--- config.mk ---
export PLATFORM = sky130hd
export DESIGN_NAME = burst_width_bridge
export DESIGN_NICKNAME = d
export VERILOG_FILES = /design/src/rtl/bwb_pkg.sv /design/src/rtl/bwb_ctrl.sv /design/src/rtl/bwb_datapath.sv /design/src/rtl/burst_width_bridge.sv
export SDC_FILE = /design/constraint.sdc
export NUM_CORES = 1
export LEC_CHECK = 0
export CAP_MARGIN = 20
export CORE_MARGIN = 1
export CORE_UTILIZATION = 48
export DETAILED_ROUTE_END_ITERATION = 12
export PLACE_DENSITY = 0.78
export SYNTH_ARGS = -nofsm -noshare
export SYNTH_HDL_FRONTEND = slang
export SYNTH_HIERARCHICAL = 1
export SYNTH_SLANG_ARGS = --single-unit
--- constraint.sdc ---
create_clock -name clk -period 8.3 [get_ports clk]
set_input_delay 0.83 -clock clk [delete_from_list [all_inputs] [get_ports clk]]
set_output_delay 0.83 -clock clk [all_outputs]
set_load 0.05 [all_outputs]
--- src/rtl/bwb_pkg.sv ---
package bwb_pkg;
  // strobes handed from control to datapath each cycle
  typedef struct packed {
    logic rdLoad;    // capture intRdata into outbound buffer fillSel
    logic wrBeatEn;  // capture extWdata lane into inbound buffer fillSel
    logic fillSel;   // buffer on the filling side
    logic drainSel;  // buffer on the draining side
  } bwb_strobe_t;
endpackage

--- src/rtl/bwb_ctrl.sv ---
module bwb_ctrl
  import bwb_pkg::*;
#(
  parameter int ADDR_W = 27,
  parameter int LEN_W  = 4,
  parameter int BEATS  = 4,
  parameter int OFS_W  = 4
) (
  input  logic                     clk,
  input  logic                     rstN,
  input  logic                     extStart,
  input  logic                     extWrite,
  input  logic [ADDR_W-1:0]        extAddr,
  input  logic [LEN_W-1:0]         extLen,
  input  logic                     extRready,
  input  logic                     extWvalid,
  input  logic                     intReady,
  output logic                     xferActive,
  output logic                     intReq,
  output logic                     intWe,
  output logic [ADDR_W-1:0]        intAddr,
  output logic                     extRvalid,
  output logic                     extWready,
  output bwb_strobe_t              strb,
  output logic [$clog2(BEATS)-1:0] beatIdx
);
  localparam int BEAT_W  = $clog2(BEATS);
  localparam int WADDR_W = ADDR_W - OFS_W;
  localparam int CNT_W   = LEN_W + 1;

  logic               active;
  logic               dirWr;
  logic [LEN_W-1:0]   lastIdx;
  logic [WADDR_W-1:0] baseWord;
  logic [OFS_W-1:0]   baseOfs;
  // fillCnt: words that entered buffers; drainCnt: words that left them
  logic [CNT_W-1:0]   fillCnt, drainCnt;
  logic [1:0]         full, fullNext;
  logic               fillSel, drainSel;
  logic [BEAT_W-1:0]  beat;

  logic [CNT_W-1:0]   lastCnt, reqIdx;
  logic fillOpen, drainOpen, lastBeat, rdReq, wrReq;
  logic beatFire, fillFire, drainFire;

  always_comb begin
    lastCnt   = {1'b0, lastIdx};
    fillOpen  = active && (fillCnt <= lastCnt) && !full[fillSel];
    drainOpen = active && full[drainSel];
    lastBeat  = (beat == BEAT_W'(BEATS - 1));
    rdReq     = !dirWr && fillOpen;
    wrReq     = dirWr && drainOpen;
    extRvalid = !dirWr && drainOpen;
    extWready = dirWr && fillOpen;
    beatFire  = dirWr ? (extWready && extWvalid) : (extRvalid && extRready);
    fillFire  = dirWr ? (beatFire && lastBeat) : (rdReq && intReady);
    drainFire = dirWr ? (wrReq && intReady) : (beatFire && lastBeat);
    reqIdx    = dirWr ? drainCnt : fillCnt;
    intReq    = rdReq || wrReq;
    intWe     = wrReq;
    intAddr   = {baseWord + WADDR_W'(reqIdx), baseOfs};
    xferActive = active;

    fullNext = full;
    if (fillFire)  fullNext[fillSel]  = 1'b1;
    if (drainFire) fullNext[drainSel] = 1'b0;

    strb.rdLoad   = !dirWr && fillFire;
    strb.wrBeatEn = dirWr && beatFire;
    strb.fillSel  = fillSel;
    strb.drainSel = drainSel;
    beatIdx       = beat;
  end

  always_ff @(posedge clk) begin
    if (!rstN) begin
      active   <= 1'b0;
      dirWr    <= 1'b0;
      lastIdx  <= '0;
      baseWord <= '0;
      baseOfs  <= '0;
      fillCnt  <= '0;
      drainCnt <= '0;
      full     <= '0;
      fillSel  <= 1'b0;
      drainSel <= 1'b0;
      beat     <= '0;
    end else if (!active) begin
      if (extStart) begin
        active   <= 1'b1;
        dirWr    <= extWrite;
        lastIdx  <= extLen;
        baseWord <= extAddr[ADDR_W-1:OFS_W];
        baseOfs  <= extAddr[OFS_W-1:0];
        fillCnt  <= '0;
        drainCnt <= '0;
        full     <= '0;
        fillSel  <= 1'b0;
        drainSel <= 1'b0;
        beat     <= '0;
      end
    end else begin
      if (beatFire) beat <= beat + BEAT_W'(1);
      if (fillFire) begin
        fillSel <= ~fillSel;
        fillCnt <= fillCnt + CNT_W'(1);
      end
      if (drainFire) begin
        drainSel <= ~drainSel;
        drainCnt <= drainCnt + CNT_W'(1);
        if (drainCnt == lastCnt) active <= 1'b0;
      end
      full <= fullNext;
    end
  end
endmodule

--- src/rtl/bwb_datapath.sv ---
module bwb_datapath
  import bwb_pkg::*;
#(
  parameter int INT_W = 128,
  parameter int EXT_W = 32
) (
  input  logic                             clk,
  input  bwb_strobe_t                      strb,
  input  logic [$clog2(INT_W/EXT_W)-1:0]   beatIdx,
  input  logic [INT_W-1:0]                 intRdata,
  input  logic [EXT_W-1:0]                 extWdata,
  output logic [EXT_W-1:0]                 extRdata,
  output logic [INT_W-1:0]                 intWdata
);
  localparam int NBUF = 2;

  logic [INT_W-1:0] outBuf [NBUF];
  logic [INT_W-1:0] inBuf  [NBUF];

  for (genvar g = 0; g < NBUF; g++) begin : g_buf
    logic [INT_W-1:0] outReg;
    logic [INT_W-1:0] inReg;
    logic             hit;
    assign hit = (strb.fillSel == 1'(g));
    always_ff @(posedge clk) begin
      if (strb.rdLoad && hit) outReg <= intRdata;
      if (strb.wrBeatEn && hit) inReg[int'(beatIdx)*EXT_W +: EXT_W] <= extWdata;
    end
    assign outBuf[g] = outReg;
    assign inBuf[g]  = inReg;
  end

  assign extRdata = outBuf[strb.drainSel][int'(beatIdx)*EXT_W +: EXT_W];
  assign intWdata = inBuf[strb.drainSel];
endmodule

--- src/rtl/burst_width_bridge.sv ---
module burst_width_bridge
  import bwb_pkg::*;
#(
  parameter int INT_W  = 128,
  parameter int EXT_W  = 32,
  parameter int ADDR_W = 27,
  parameter int LEN_W  = 4
) (
  input  logic              clk,
  input  logic              rstN,
  input  logic              extStart,
  input  logic              extWrite,
  input  logic [ADDR_W-1:0] extAddr,
  input  logic [LEN_W-1:0]  extLen,
  output logic              xferActive,
  output logic              intReq,
  output logic              intWe,
  output logic [ADDR_W-1:0] intAddr,
  output logic [INT_W-1:0]  intWdata,
  input  logic [INT_W-1:0]  intRdata,
  input  logic              intReady,
  output logic [EXT_W-1:0]  extRdata,
  output logic              extRvalid,
  input  logic              extRready,
  input  logic [EXT_W-1:0]  extWdata,
  input  logic              extWvalid,
  output logic              extWready
);
  localparam int BEATS  = INT_W / EXT_W;
  localparam int BEAT_W = $clog2(BEATS);
  localparam int OFS_W  = $clog2(INT_W / 8);

  bwb_strobe_t       strb;
  logic [BEAT_W-1:0] beatIdx;

  bwb_ctrl #(
    .ADDR_W(ADDR_W), .LEN_W(LEN_W), .BEATS(BEATS), .OFS_W(OFS_W)
  ) u_ctrl (
    .clk(clk), .rstN(rstN),
    .extStart(extStart), .extWrite(extWrite), .extAddr(extAddr), .extLen(extLen),
    .extRready(extRready), .extWvalid(extWvalid), .intReady(intReady),
    .xferActive(xferActive), .intReq(intReq), .intWe(intWe), .intAddr(intAddr),
    .extRvalid(extRvalid), .extWready(extWready),
    .strb(strb), .beatIdx(beatIdx)
  );

  bwb_datapath #(
    .INT_W(INT_W), .EXT_W(EXT_W)
  ) u_dp (
    .clk(clk), .strb(strb), .beatIdx(beatIdx),
    .intRdata(intRdata), .extWdata(extWdata),
    .extRdata(extRdata), .intWdata(intWdata)
  );
endmodule

==> impl_metrics.py <==
metrics = {
    "logic_synthesis": {
        "yosysWarnings": 6,
        "synthesis.nets": 1488,
        "syn-cell-area_um2": 22600,
        "synth_edf_count": 512,
        "async_flop_share_pct": 0,
        "ys.flop_type": "edfxtp_1",
        "synth_seq_cells": 561,
        "synth_seq_area_share_pct": 72.3,
        "syn_area_per_cell_um2": 17.8,
        "syn_inst": 1272,
        "ys_types": 57,
    },
    "timing": {
        "setup_ws_ns": 3.45,
        "max_freq_mhz": 206,
        "rsz0062_at_grt": "false",
        "drv_slew": 0,
        "setup_viol": 0,
        "maxSlewHeadroom_pct": 26.4,
        "tightest_slew_ns": 1.10,
        "holdWs_ns": 0.465,
        "post-route-min-period_ns": 4.85,
        "hold_violations": 0,
        "setup_tns_ns": 0,
        "clock_skew_ns": 0.0155,
        "post-route-period-util_pct": 58.4,
    },
    "final_layout": {
        "finish.net_count": 1888,
        "drive_above_1_share_pct": 19.8,
        "nFillCells": 3298,
        "final_util_pct": 62.3,
        "areaGrowthSynthToFinish_pct": 28.2,
        "final_cell_mix": "512 x edfxtp_1, 389 x clkdlybuf4s50_1, 164 x mux2_2",
        "final_common_cell": "edfxtp_1",
    },
    "worst_hold_path": {
        "worstHoldPathCells": 2,
        "min_path_type": "reg -> reg",
    },
    "setup_path": {
        "r2r_setup_slack_ns": 4.46,
        "required_ns": 7.47,
        "startpoint_type": "flop",
        "critPathCaptureType": "output port",
        "cp.arrival_ns": 4.02,
        "crit_type": "reg -> out",
        "crit_fanout": 15,
        "reg2reg_depth": 9,
    },
    "die": {
        "io_pins": 390,
        "rows": 79,
        "start_util_pct": 48.6,
        "die_w_um": 219,
        "die_h_um": 219,
        "core_area_um2": 46600,
        "die-area_um2": 48000,
    },
    "clock_network": {
        "cts.path.max_buffers": 3,
        "cts_resized": 0,
        "clk_pin_slew_ns": 0.06,
        "root_buffer": "clkbuf_16",
        "clock_latency_ns": 0.61,
        "cts.sinks": 561,
        "cts_buffers": 55,
        "holdBufCountCts": 0,
        "cts_setup_buffers": 0,
        "cts_max_level": 2,
        "cts_tree": "built",
    },
    "global_route": {
        "grt_max_degree": 84,
        "grt_pass1_wl_um": 75200,
        "grt_pass1_vias": 13100,
        "grt_usage_pct": 20.9,
        "overflow": 0,
        "antenna_found_initial": 6,
    },
    "route": {
        "vias": 12600,
        "wirelength_um": 50600,
        "viasPerCell": 5.42,
        "ant_nets": 0,
        "routedWlPerCell_um": 21.8,
        "dr.pass1.iters": 4,
        "drc": 0,
        "drt_iter0_drc": 763,
    },
    "placed_design": {
        "dp_slack_ns": 4.03,
        "place_hpwl_um": 32400,
        "gp_congestion": 0.825,
        "io_buffers": 389,
    },
    "power_and_ir_drop": {
        "p_per_area_nw_per_um2": 207,
        "power_leakage_nw": 9.58,
        "peakVddDrop_mv": 0.204,
    },
    "outcome": {
        "outcome": "finished clean",
    },
    "job": {
        "drv_cap": 0,
    },
}
## cell usage after synthesis (3+ instances only)
library cell | n | area (µm²)
mux2i_1 | 4 | 40.0
clkbuf_1 | 29 | 109
xnor2_1 | 16 | 140
and3_1 | 6 | 37.5
mux2_2 | 164 | 1850
buf_4 | 13 | 97.6
nor2b_1 | 5 | 31.3
nand3_1 | 12 | 60.1
nand2_1 | 83 | 312
o21ai_0 | 6 | 30.0
buf_6 | 3 | 33.8
ha_1 | 17 | 213
nor3_1 | 5 | 25.0
edfxtp_1 | 512 | 15400
nor2_1 | 13 | 48.8
buf_2 | 9 | 45.0
and2_1 | 136 | 851
nand4_1 | 7 | 43.8
a21oi_1 | 43 | 215
dfxtp_1 | 49 | 981
mux4_1 | 11 | 289
mux4_2 | 53 | 1190
a211oi_1 | 5 | 37.5
buf_1 | 3 | 11.3
xor2_1 | 12 | 105
inv_1 | 15 | 56.3
nor4b_1 | 3 | 26.3
## logic make-up (layout without fill, tap and decap cells)
| logic type | Yosys count | after routing | synth area share [%] |
|---|---|---|---|
| muxes | 232 | 232 | 14.9 |
| buffers and inverters | 76 | 517 | 1.75 |
| DFF | 561 | 561 | 72.3 |
| and+or+nand+nor | 287 | 287 | 7.08 |
| xor gates and xnor gates | 28 | 28 | 1.08 |
| adders and majority gates | 18 | 18 | 1.03 |
| other | 0 | 3 | 0 |
| AOI/OAI and AO/OA | 70 | 70 | 1.91 |
## final timing paths
kind	from	end
hold reg to reg	u_ctrl/baseOfs[0]	u_ctrl/baseOfs[0]
hold / removal	u_ctrl/baseOfs[0]	u_ctrl/baseOfs[0]
setup reg to reg	u_ctrl/lastIdx[3]	u_dp/g_buf[0].outReg[121]
setup / recovery	u_ctrl/dirWr	intAddr[24]
## state kept, by name, indices dropped and copies added, names as in the netlist
register	flops
u_ctrl/baseOfs	4
u_ctrl/baseWord	23
u_ctrl/beatIdx	2
u_ctrl/dirWr	1
u_ctrl/drainCnt	5
u_ctrl/drainSel	1
u_ctrl/fillCnt	5
u_ctrl/fillSel	1
u_ctrl/full	2
u_ctrl/lastIdx	4
u_ctrl/xferActive	1
u_dp/g_buf.inReg	256
u_dp/g_buf.outReg	256
## worst max-delay path: stages, from the launching register on
cell and delay [ns]:
dfxtp_1 0.60, nand2_1 0.10, o21ai_0 0.13, ha_1 0.25, inv_1 0.08, fa_1 0.40
nor2b_1 0.17, o31ai_1 0.14, a211oi_2 0.41, nand3_1 0.14, xnor2_1 0.16, clkdlybuf4s50_1 0.82
## stage by stage
| stage | instances | cell area [µm²] | total power, mW |
|---|---|---|---|
| floorplan | 1272 | 22600 | 3.36 |
| global placement | 2219 | 27100 | 3.52 |
| detailed placement | 2220 | 27100 | 3.53 |
| CTS | 2318 | 28900 | 6.05 |
| global route | 2320 | 29000 | 6.18 |
| finish | 2323 | 29000 | 6.00 |
## final cells by class
| class | instances | area [µm²] | share of cell area, % |
|---|---|---|---|
| clock buffers | 65 | 1410 | 4.87 |
| repair buffers | 403 | 4060 | 14.0 |
| flip-flops and latches | 561 | 16400 | 56.4 |
| inverters | 16 | 60.1 | 0.207 |
| clock inverters | 33 | 427 | 1.47 |
| diodes | 3 | 7.51 | 0.0259 |
| well taps | 607 | 759 | 2.62 |
| multi-input cells | 635 | 5920 | 20.4 |
## power breakdown
part	leakage (nW)	internal, mW	switching [mW]
Sequential	5.08	3.12	0.0207
Clock	0.887	1.50	1.03
Combinational	3.62	0.159	0.173
## metal layers
layer / vias up / routed length, µm / track usage, %
li1: 5686 / - / -
met1: 6389 / 20400 / 26.5
met2: 445 / 25400 / 35.3
met3: 58 / 4050 / 5.97
met4: 8 / 799 / 5.42
met5: - / 55 / 0
(Power assumes the default switching activity.)
